[src/rtl/wdt_guard_pkg.sv]
package wdt_guard_pkg;

    typedef enum logic [1:0] {
        REG_CTRL = 2'd0,
        REG_TC   = 2'd1,
        REG_FEED = 2'd2,
        REG_TV   = 2'd3
    } wdt_reg_e;

    localparam int CTRL_EN   = 0;
    localparam int CTRL_MODE = 1;
    localparam int CTRL_FLAG = 2;
    localparam int CTRL_RUN  = 3;

endpackage

[src/rtl/wdt_guard_feed.sv]
module wdt_guard_feed #(
    parameter logic [7:0] KEY_ARM  = 8'hAA,
    parameter logic [7:0] KEY_FIRE = 8'h55
) (
    input  logic       clk,
    input  logic       rst_n,
    input  logic       acc_en_i,
    input  logic       acc_we_i,
    input  logic       is_feed_i,
    input  logic [7:0] data_i,
    output logic       feed_ok_o,
    output logic       feed_bad_o
);

    logic armed_q, armed_d;

    always_comb begin
        armed_d    = armed_q;
        feed_ok_o  = 1'b0;
        feed_bad_o = 1'b0;
        if (acc_en_i) begin
            if (armed_q) begin
                armed_d = 1'b0;
                if (acc_we_i && is_feed_i && data_i == KEY_FIRE) begin
                    feed_ok_o = 1'b1;
                end else begin
                    feed_bad_o = 1'b1;
                end
            end else if (acc_we_i && is_feed_i) begin
                if (data_i == KEY_ARM) begin
                    armed_d = 1'b1;
                end else begin
                    feed_bad_o = 1'b1;
                end
            end
        end
    end

    always_ff @(posedge clk or negedge rst_n) begin
        if (!rst_n) begin
            armed_q <= 1'b0;
        end else begin
            armed_q <= armed_d;
        end
    end

endmodule

[src/rtl/wdt_guard_presc.sv]
module wdt_guard_presc #(
    parameter int PRE_W = 2
) (
    input  logic clk,
    input  logic rst_n,
    input  logic run_i,
    input  logic clr_i,
    output logic tick_o
);

    logic [PRE_W-1:0] pre_q, pre_d;

    always_comb begin
        tick_o = run_i && (&pre_q);
        if (clr_i) begin
            pre_d = '0;
        end else if (run_i) begin
            pre_d = pre_q + 1'b1;
        end else begin
            pre_d = pre_q;
        end
    end

    always_ff @(posedge clk or negedge rst_n) begin
        if (!rst_n) begin
            pre_q <= '0;
        end else begin
            pre_q <= pre_d;
        end
    end

endmodule

[src/rtl/wdt_guard.sv]
module wdt_guard #(
    parameter int         CNT_W    = 32,
    parameter int         PRE_W    = 2,
    parameter int         MIN_TC   = 256,
    parameter int         TC_RST   = 255,
    parameter logic [7:0] KEY_ARM  = 8'hAA,
    parameter logic [7:0] KEY_FIRE = 8'h55
) (
    input  logic             clk,
    input  logic             por_n,
    input  logic             rst_n,
    input  logic             dbg_halt_i,
    input  logic             acc_en_i,
    input  logic             acc_we_i,
    input  logic [1:0]       acc_addr_i,
    input  logic [CNT_W-1:0] acc_wdata_i,
    output logic [CNT_W-1:0] acc_rdata_o,
    output logic             rst_req_o,
    output logic             irq_o
);
    import wdt_guard_pkg::*;

    localparam logic [CNT_W-1:0] MIN_V = CNT_W'(MIN_TC);
    localparam logic [CNT_W-1:0] TC_RV = CNT_W'(TC_RST);
    localparam logic [CNT_W-1:0] ONE_V = CNT_W'(1);

    typedef struct packed {
        logic             en;
        logic             mode;
        logic             run;
        logic [CNT_W-1:0] cnt;
        logic [CNT_W-1:0] tc;
        logic             rst_req;
        logic             irq;
    } wdt_state_t;

    wdt_state_t s_q, s_d;
    logic       flag_q, flag_d;

    wdt_reg_e         acc_reg;
    logic             ctrl_wr, tc_wr;
    logic             feed_ok, feed_bad, tick;
    logic             load, expire, fire;
    logic [CNT_W-1:0] tc_eff;
    logic             en_q, run_q;
    logic [CNT_W-1:0] cnt_q;

    assign acc_reg = wdt_reg_e'(acc_addr_i);
    assign ctrl_wr = acc_en_i && acc_we_i && acc_reg == REG_CTRL;
    assign tc_wr   = acc_en_i && acc_we_i && acc_reg == REG_TC;
    assign en_q    = s_q.en;
    assign run_q   = s_q.run;
    assign cnt_q   = s_q.cnt;

    wdt_guard_feed #(
        .KEY_ARM  (KEY_ARM),
        .KEY_FIRE (KEY_FIRE)
    ) u_feed (
        .clk        (clk),
        .rst_n      (rst_n),
        .acc_en_i   (acc_en_i),
        .acc_we_i   (acc_we_i),
        .is_feed_i  (acc_reg == REG_FEED),
        .data_i     (acc_wdata_i[7:0]),
        .feed_ok_o  (feed_ok),
        .feed_bad_o (feed_bad)
    );

    wdt_guard_presc #(
        .PRE_W (PRE_W)
    ) u_presc (
        .clk    (clk),
        .rst_n  (rst_n),
        .run_i  (s_q.run && !dbg_halt_i),
        .clr_i  (load),
        .tick_o (tick)
    );

    always_comb begin
        tc_eff = (s_q.tc < MIN_V) ? MIN_V : s_q.tc;
        load   = feed_ok && s_q.en;
        expire = tick && s_q.run && (s_q.cnt == ONE_V) && !load;
        fire   = expire || (feed_bad && s_q.en);

        s_d         = s_q;
        s_d.rst_req = 1'b0;
        s_d.irq     = 1'b0;
        flag_d      = flag_q;

        if (ctrl_wr) begin
            s_d.en   = s_q.en   | acc_wdata_i[CTRL_EN];
            s_d.mode = s_q.mode | acc_wdata_i[CTRL_MODE];
            flag_d   = flag_q   & acc_wdata_i[CTRL_FLAG];
        end
        if (tc_wr) begin
            s_d.tc = acc_wdata_i;
        end
        if (load) begin
            s_d.cnt = tc_eff;
            s_d.run = 1'b1;
        end else if (tick && s_q.run) begin
            s_d.cnt = s_q.cnt - 1'b1;
        end
        if (fire) begin
            s_d.en      = 1'b0;
            s_d.run     = 1'b0;
            s_d.rst_req = s_q.mode;
            s_d.irq     = !s_q.mode;
        end
        if (expire) begin
            flag_d = 1'b1;
        end
    end

    always_comb begin
        acc_rdata_o = '0;
        case (acc_reg)
            REG_CTRL: begin
                acc_rdata_o[CTRL_EN]   = s_q.en;
                acc_rdata_o[CTRL_MODE] = s_q.mode;
                acc_rdata_o[CTRL_FLAG] = flag_q;
                acc_rdata_o[CTRL_RUN]  = s_q.run;
            end
            REG_TC:   acc_rdata_o = s_q.tc;
            REG_TV:   acc_rdata_o = s_q.cnt;
            default:  acc_rdata_o = '0;
        endcase
    end

    assign rst_req_o = s_q.rst_req;
    assign irq_o     = s_q.irq;

    always_ff @(posedge clk or negedge rst_n) begin
        if (!rst_n) begin
            s_q.en      <= 1'b0;
            s_q.mode    <= 1'b0;
            s_q.run     <= 1'b0;
            s_q.cnt     <= '0;
            s_q.tc      <= TC_RV;
            s_q.rst_req <= 1'b0;
            s_q.irq     <= 1'b0;
        end else begin
            s_q <= s_d;
        end
    end

    always_ff @(posedge clk or negedge por_n) begin
        if (!por_n) begin
            flag_q <= 1'b0;
        end else begin
            flag_q <= flag_d;
        end
    end

endmodule

[config.mk]
export PLATFORM = sky130hd
export DESIGN_NAME = wdt_guard
export DESIGN_NICKNAME = d
export VERILOG_FILES = /design/src/rtl/wdt_guard_pkg.sv /design/src/rtl/wdt_guard_feed.sv /design/src/rtl/wdt_guard_presc.sv /design/src/rtl/wdt_guard.sv
export SDC_FILE = /design/constraint.sdc
export NUM_CORES = 1
export LEC_CHECK = 0
export BUFFER_PORTS_ARGS = -buffer_cell sky130_fd_sc_hd__buf_2
export CAP_MARGIN = 0
export CORE_ASPECT_RATIO = 0.5
export CORE_MARGIN = 1
export CORE_UTILIZATION = 30
export CTS_CLUSTER_DIAMETER = 120
export DETAILED_ROUTE_END_ITERATION = 10
export MAX_ROUTING_LAYER = met4
export PLACE_DENSITY_LB_ADDON = 0.2
export SLEW_MARGIN = 0
export SYNTH_ARGS = -nofsm -noshare
export SYNTH_HDL_FRONTEND = slang
export SYNTH_SLANG_ARGS = --single-unit
[constraint.sdc]
create_clock -name clk -period 4.8 [get_ports clk]
set_input_delay 0.48 -clock clk [delete_from_list [all_inputs] [get_ports clk]]
set_output_delay 0.48 -clock clk [all_outputs]
set_load 0.02 [all_outputs]
==> key figures, run 1 <==
Logic synthesis
  • Synth Cell Area: 4170 µm²
  • Ys async rst share: 1.00
  • Number of synthesized flops with an enable pin: 0
  • Mapped Cells: 393
  • Synth warn: 0
  • Netlist cell types: 50
  • Synth area leader: dfrtp_1
  • Prevailing post-synth register cell: dfrtp_1
  • Yosys top cell area share: 0.390
  • Area contributors post-synth: dfrtp_1 39%, mux2_2 8.6%, mux2i_1 7.9%
  • Seq cells post-synth: 73
  • Mean Syn Cell Area: 10.6 µm²
  • Sequential area share after synthesis: 0.441
  • Post-synth net total: 436

Placement
  • Port Buf Inserts: 73
  • Place WS: 1.77 ns
  • Post-DP HPWL: 7740 µm
  • Placed insts: 638
  • Placer Congestion: 0.775

Layout
  • Share of cells above drive strength 1: 0.326
  • N_diodes: 0
  • Util after Layout: 0.372
  • Synth-to-layout area growth: 21.0%
  • Final std cells w/o fill: 655
  • Nets: 501

Route
  • First DRT Iteration DRCs: 138
  • Routed wire length: 11,000 µm
  • First-pass DRT Iterations: 5
  • WL/cell: 16.8 µm
  • Detail Route Antenna Nets: 0
  • Drc violations: 0
  • Avg Vias per Cell: 4.87
  • Vias: 3,193

CTS
  • CTS sink cnt: 73
  • Total CTS buffers: 9
  • Clock transition at the registers of the reported paths: 0.06 ns
  • Post_cts resized: 0
  • Max clock buf depth: 2
  • Root Buffer: clkbuf_16
  • H-tree Lvls: 3
  • Clock latency at the later pin of the worst-skew pair: 0.34 ns
  • CTS tree: built

Pwr
  • Pwr/cell area: 345 nW/µm²
  • Lkg Pwr: 0.00234 µW
  • Power Total: 1740 µW
  • Max VDD drop: 0.147 mV

Global route
  • GR Overflow Total: 0
  • Initial antenna violation count: 0
  • Vias in the first global route: 3,253
  • Largest net degree at the start of global routing: 43
  • First-pass GRT wire length: 18,000 µm
  • Total track usage: 0.169

Timing
  • Setup Skew: 0.00575 ns
  • Final worst path period need: 2.74 ns
  • Final worst slack: 2.06 ns
  • Setup TNS: 0 ns
  • Slew @ Worst Pin: 0.979 ns
  • Slew Viols, Final: 0
  • FMAX: 366 MHz
  • Post-route clock period utilization: 0.570
  • Fin. Hold Viols: 0
  • RSZ-0062 raised after global routing: no
  • # setup viols final: 0
  • Slew HR: 0.348

Die
  • Initial Util: 0.308
  • Die ar.: 14,400 µm²
  • Vert. Die Dim: 85.3 µm
  • Core area: 13,600 µm²
  • Row count: 30
  • Die X: 169 µm
  • Ports: 74

Critical path
  • Startpoint types: flip-flop
  • CP max FO: 9
  • WP data arrival: 2.97 ns
  • WP data required: 5.03 ns
  • Crit Path Class: reg -> reg
  • Worst Setup End Kind: flip-flop

Min path
  • Worst hold path class: in -> async

Flow run
  • Max_cap viols: 0

Outcome
  • Status: completed
[state kept, by name (all words and copies together), names as in the netlist]
signal	cells
en_q	1
irq_o	1
u_feed.armed_q	1
run_q	1
cnt_q	32
flag_q	1
u_presc.pre_q	2
s_q	33
rst_req_o	1
[routing by layer]
layer | wire (µm) | up-vias | track usage
met2 | 4670 | 67 | 0.243
met1 | 5740 | 1572 | 0.235
met3 | 464 | 9 | 0.0401
met4 | 130 | 0 | 0.0463
met5 | 0 | - | -
li1 | - | 1545 | -
[critical path: stages (launching register included)]
cell and delay [ns]:
dfrtp_1 0.46, or4_1 0.77, or4b_1 0.54, nor4_1 0.40, a31oi_1 0.25, nor2b_1 0.20
[cells in the final DEF, fill, tap and decap left out, types with 3 or more instances in the layout]
master / n
buf_2: 73
dfrtp_1: 65
mux2i_1: 33
mux2_2: 32
nor2b_1: 30
nand2_1: 24
o21ai_0: 23
xnor2_1: 17
nor4_1: 14
nor2_1: 14
xor2_1: 12
nor3_1: 9
clkbuf_16: 9
or4_1: 8
dfstp_2: 8
nand3_1: 7
a22o_1: 7
inv_1: 6
nand3b_1: 4
nand4b_1: 4
or2_2: 4
a31oi_1: 4
buf_4: 4
nor4bb_1: 3
nand2b_1: 3
nor4_4: 3
or3_1: 3
o21ai_1: 3
ha_1: 3
[cells in the mapped netlist, types with 2 or more instances]
cell       n
o21ai_0   23
or4_1      8
clkbuf_1  16
xor2_1    12
inv_1      6
nand2_1   24
a31oi_1    4
nor4bb_1   3
or3b_2     2
nand2b_1   3
nor3_1     9
dfrtp_1   65
nor4_2     2
mux2i_1   33
a22o_1     7
xnor2_1   17
nand3_1    7
ha_1       3
nor2_1    14
or3_1      3
a21o_1     2
or2_2      4
nor2b_1   30
nand3b_1   4
nor4_4     3
a21oi_1    2
mux2_2    32
nand4_1    2
nand4b_1   4
o21ai_1    3
nor4_1    14
dfstp_2    8
buf_2      7
[layout make-up]
cell class                      count  area (µm²)
Inverter                            6        22.5
Timing Repair Buffer               78         405
Fill cell                        1395        8510
Sequential cell                    73        1840
Tap cell                          192         240
Multi-Input combinational cell    290        2210
Clock buffer                       11         253
Clock inverter                      5        77.6
[cell families after synthesis]
kind of cell               after synthesis  share of synthesized area
buffers and inverters                   30                     0.0300
xor gates and xnor gates                29                     0.0609
and+or+nand+nor                        145                      0.221
AOI/OAI and AO/OA                       48                     0.0724
muxes                                   65                      0.166
adders and majority gates                3                    0.00901
DFF                                     73                      0.441
[where the power goes]
group | internal, µW | switching [µW] | leakage [µW]
logic | 109 | 109 | 0.00124
registers | 692 | 82.5 | 0.000939
clock network | 481 | 264 | 0.000162
total | 1280 | 456 | 0.00234
[timing repair]
item	in CTS	in global routing
setup endpoints to repair	0	0
buffers inserted	0	0
hold endpoints to repair	1	0
hold buffers	1	0
[path summary, 6_finish.rpt]
path / startpoint / slack, ns / to / depth (start not counted)
max in group asynchronous: rst_n / 3.48 / cnt_q[24]$_DFFE_PN0P_ / 2
setup reg to reg: cnt_q[14]$_DFFE_PN0P_ / 2.06 / en_q$_DFFE_PN0P_ / 5
setup / recovery: cnt_q[14]$_DFFE_PN0P_ / 2.06 / en_q$_DFFE_PN0P_ / 5
min in group clk: acc_wdata_i[18] / 0.37 / s_q[20]$_DFFE_PN0P_ / 2
hold reg to reg: s_q[67]$_DFFE_PN0P_ / 0.51 / irq_o$_DFF_PN0_ / 1
hold / removal: rst_n / 0.31 / cnt_q[0]$_DFFE_PN0P_ / 1
[metrics by stage]
| step | hold WS [ns] | area [µm²] |
|---|---|---|
| floorplan | 0.184 | 4170 |
| global placement | 0.263 | 4700 |
| detailed placement | 0.262 | 4700 |
| CTS | 0.341 | 5040 |
| global route | 0.362 | 5040 |
| finish | 0.305 | 5040 |
Note: power is estimated with default switching activity, not from simulation.
==> run 2: changes to the inputs <==
ABC_AREA = 1   (was not set)
clock period = 2.6 ns   (was 4.8 ns; I/O delays follow)
==> run 2 against run 1 <==
Critical path type unchanged. Routed wire length is 44% higher. Die area increased by 9.2%. Largest power group unchanged. Core utilization about the same. Synthesized cell count is 69% higher. Clock-buffer cell count decreased by 1.
==> key figures, run 2 <==
Outcome
  • Status: completed

Layout
  • N_diodes: 0 (unchanged)
  • Most frequent cells in the layout: 173 x nand2_1, 109 x nor2_1, 90 x inv_1
  • Nets: 779 (+55%)
  • Share of cells above drive strength 1: 0.169 (-0.157)
  • Synth-to-layout area growth: 19.6%
  • Largest Register: s_q
  • Final instance area: 5450 µm² (+8.1%)
  • Most common cell after layout, fill and taps aside: nand2_1
  • Max FFs per register: 33 (unchanged)

Placement
  • Post-DP HPWL: 11,900 µm (+54%)
  • Place WS: 0.653 ns (-1.12 ns)
  • Post-DP Area: 5140 µm² (+9.4%)
  • Port Buf Inserts: 73 (unchanged)
  • Placer Congestion: 0.954 (+23%)

Timing
  • FMAX: 510 MHz (+39%)
  • Post-route clock period utilization: 0.755 (+0.185)
  • Final hold slack: 0.0760 ns (-0.229 ns)
  • Setup TNS: 0 ns (unchanged)
  • Slew @ Worst Pin: 0.985 ns (+0.00625 ns)
  • Final worst slack: 0.637 ns (-1.43 ns)
  • RSZ-0062 raised after global routing: no
  • Slew HR: 0.343 (-0.00417)
  • Setup Skew: 0.00875 ns (+0.00300 ns)
  • Slew Viols, Final: 0 (unchanged)
  • Final worst path period need: 1.96 ns (-0.773 ns)
  • # setup viols final: 0 (unchanged)
  • Fin. Hold Viols: 0 (unchanged)

Global route
  • GR Overflow Total: 0 (unchanged)
  • Vias in the first global route: 4,378 (+35%)
  • Total track usage: 0.218 (+0.0486)
  • Largest net degree at the start of global routing: 73 (+70%)
  • First-pass GRT wire length: 24,500 µm (+36%)
  • Initial antenna violation count: 0 (unchanged)

Pwr
  • Internal Power: 2140 µW (+67%)
  • Sw Share: 0.295 (+0.0327)
  • Pwr/cell area: 557 nW/µm² (+62%)
  • Clk pwr share: 0.420 (-0.009)
  • Sw Pwr: 895 µW (+96%)
  • Lkg Pwr: 0.00286 µW (+22%)
  • Comb pwr share: 0.143 (+0.017)
  • Max VDD drop: 0.216 mV (+47%)
  • Power Total: 3040 µW (+75%)
  • Sequential Power Share: 0.437 (-0.008)

Critical path
  • Startpoint types: flip-flop
  • WP data arrival: 2.18 ns (-0.79 ns)
  • CP max FO: 5 (-4)
  • R2r setup slk: 0.64 ns (-1.43 ns)
  • R2R depth: 8 (+3)
  • CP Cell Sequence: inv_1, ha_1, nand2_1, nor2_1, nand2_1, nor2_1, xor2_1, a21oi_1
  • Critical path's largest stage delay: 0.40 ns (-0.37 ns)
  • RR Endpoint: cnt_q[14]$_DFFE_PN0P_
  • Crit Path Class: reg -> reg
  • Launching point of the worst reg2reg path: cnt_q[0]$_DFFE_PN0P_
  • Worst Setup End Kind: flip-flop
  • Critical-path top delay cell: dfrtp_1
  • Critical Path End: cnt_q[14]$_DFFE_PN0P_
  • CP startpoint: cnt_q[0]$_DFFE_PN0P_
  • WP data required: 2.82 ns (-2.21 ns)

Flow run
  • Max_cap viols: 0 (unchanged)

CTS
  • Clock latency at the later pin of the worst-skew pair: 0.35 ns (about the same)
  • H-tree Lvls: 3 (unchanged)
  • Root Buffer: clkbuf_16
  • CTS sink cnt: 73 (unchanged)
  • Clock transition at the registers of the reported paths: 0.06 ns (about the same)
  • Post_cts resized: 0 (unchanged)
  • Max clock buf depth: 2 (unchanged)
  • CTS tree: built
  • Total CTS buffers: 9 (unchanged)

Logic synthesis
  • Yosys top cell area share: 0.357 (-0.0335)
  • Top post-synthesis cells by count: 174 x nand2_1, 109 x nor2_1, 90 x inv_1
  • Synth Cell Area: 4560 µm² (+9.4%)
  • Sequential area share after synthesis: 0.403 (-0.0379)
  • Synth warn: 0 (unchanged)
  • Area contributors post-synth: dfrtp_1 36%, nand2_1 14%, nor2_1 9.0%
  • Seq cells post-synth: 73 (unchanged)
  • Mean Syn Cell Area: 6.88 µm² (-35%)
  • Netlist cell types: 34 (-32%)
  • Number of synthesized flops with an enable pin: 0 (unchanged)
  • Synth area leader: dfrtp_1
  • Count leader, synth: nand2_1
  • Prevailing post-synth register cell: dfrtp_1
  • Ys async rst share: 1.00 (unchanged)
  • Post-synth net total: 706 (+62%)
  • Mapped Cells: 663 (+69%)

Route
  • Met1 wire length: 7910 µm (+38%)
  • WL/cell: 16.9 µm (+0.71%)
  • Avg Vias per Cell: 4.94 (+1.3%)
  • Top sig layer: met4
  • First DRT Iteration DRCs: 382 (+180%)
  • Routed wire length: 15,900 µm (+44%)
  • First-pass DRT Iterations: 7 (+2)
  • Vias: 4,635 (+45%)
  • Drc violations: 0 (unchanged)
  • Metal2 WL: 6650 µm (+42%)
  • Detail Route Antenna Nets: 0 (unchanged)
  • Routed met3 length: 1040 µm (+120%)

Die
  • Row count: 31 (+3.3%)
  • Vert. Die Dim: 89.2 µm (+4.5%)
  • Ports: 74 (unchanged)
  • Core area: 14,700 µm² (+8.2%)
  • Die X: 176 µm (+4.5%)
  • Die ar.: 15,700 µm² (+9.2%)
  • Initial Util: 0.311 (+0.00340)

Min path
  • Worst hold path class: in -> async
==> run 2: changes by cell type after synthesis, sizes merged, moves of 26 or more <==
| cell | delta |
|---|---|
| nand2 | +152 |
| nor2 | +97 |
| inv | +85 |
| nand3 | +42 |
| mux2i | -33 |
| nor2b | -30 |
| a21oi | +27 |
| mux2 | -26 |
==> run 2: cells by family (layout without fill, tap and decap cells) <==
logic type | count (synthesis) | after routing | share of synthesized area
DFF | 73 | 73 | 0.403
adders and majority gates | 3 | 3 | 0.00823
AOI/OAI and AO/OA | 98 | 98 | 0.121
muxes | 6 | 6 | 0.0148
xor gates and xnor gates | 9 | 9 | 0.0173
buffers and inverters | 112 | 190 | 0.103
and+or+nand+nor | 362 | 362 | 0.333
==> run 2: per-stage QoR <==
stage / util / cells
6_report: 0.372 / 939
5_1_grt: 0.372 / 939
4_1_cts: 0.372 / 939
3_5_place_dp: 0.351 / 922
3_3_place_gp: 0.351 / 922
2_1_floorplan: - / 663
==> run 2: cell type report <==
cell class	instances	area (µm²)
clock inverter	6	67.6
timing repair buffer	82	463
sequential	73	1840
tap	198	248
inverter	92	350
clock buffer	10	229
multi-input combinational	478	2260
fill	1623	9210
==> run 2: what timing repair did <==
item,4_1_cts,5_1_grt
hold endpoints to repair,1,0
setup endpoints to repair,0,0
setup buffers,0,0
hold buffers,1,0
==> run 2: per-layer routing <==
layer / GRT usage / vias to the layer above
li1: - / 2267
met1: 0.298 / 2199
met2: 0.326 / 148
met3: 0.0434 / 21
met4: 0.0619 / 0
met5: - / -
==> run 2: worst max-delay path, delay by kind of cell (launching register included) <==
| kind | cells | cell delay [ns] |
|---|---|---|
| buf+inv | 1 | 0.15 |
| fa+ha+maj | 1 | 0.19 |
| compound gates | 1 | 0.08 |
| xor+xnor | 1 | 0.16 |
| simple gates | 4 | 0.86 |
| flops | 1 | 0.40 |
==> run 2: how the worst min path moves through the flow <==
stage                                              end  cells past startpoint            start  slack (ns)
final                     u_presc.pre_q[1]$_DFFE_PN0P_                      1            rst_n        0.08
after global routing               s_q[26]$_DFFE_PN0P_                      2  acc_wdata_i[24]        0.14
after CTS                 u_presc.pre_q[1]$_DFFE_PN0P_                      1            rst_n        0.11
after detailed placement            flag_q$_DFFE_PN0P_                      1            por_n        0.04
after global placement              flag_q$_DFFE_PN0P_                      1            por_n        0.04
after floorplan                   cnt_q[0]$_DFFE_PN0P_                      0            rst_n       -0.04
==> run 2: power groups by stage <==
stage / sequential [µW] / combinational (µW) / clock (µW)
2_1_floorplan: 1320 / 254 / 0
3_3_place_gp: 1350 / 433 / 0
5_1_grt: 1340 / 482 / 1350
4_1_cts: 1330 / 438 / 1300
3_5_place_dp: 1350 / 435 / 0
6_report: 1330 / 433 / 1280
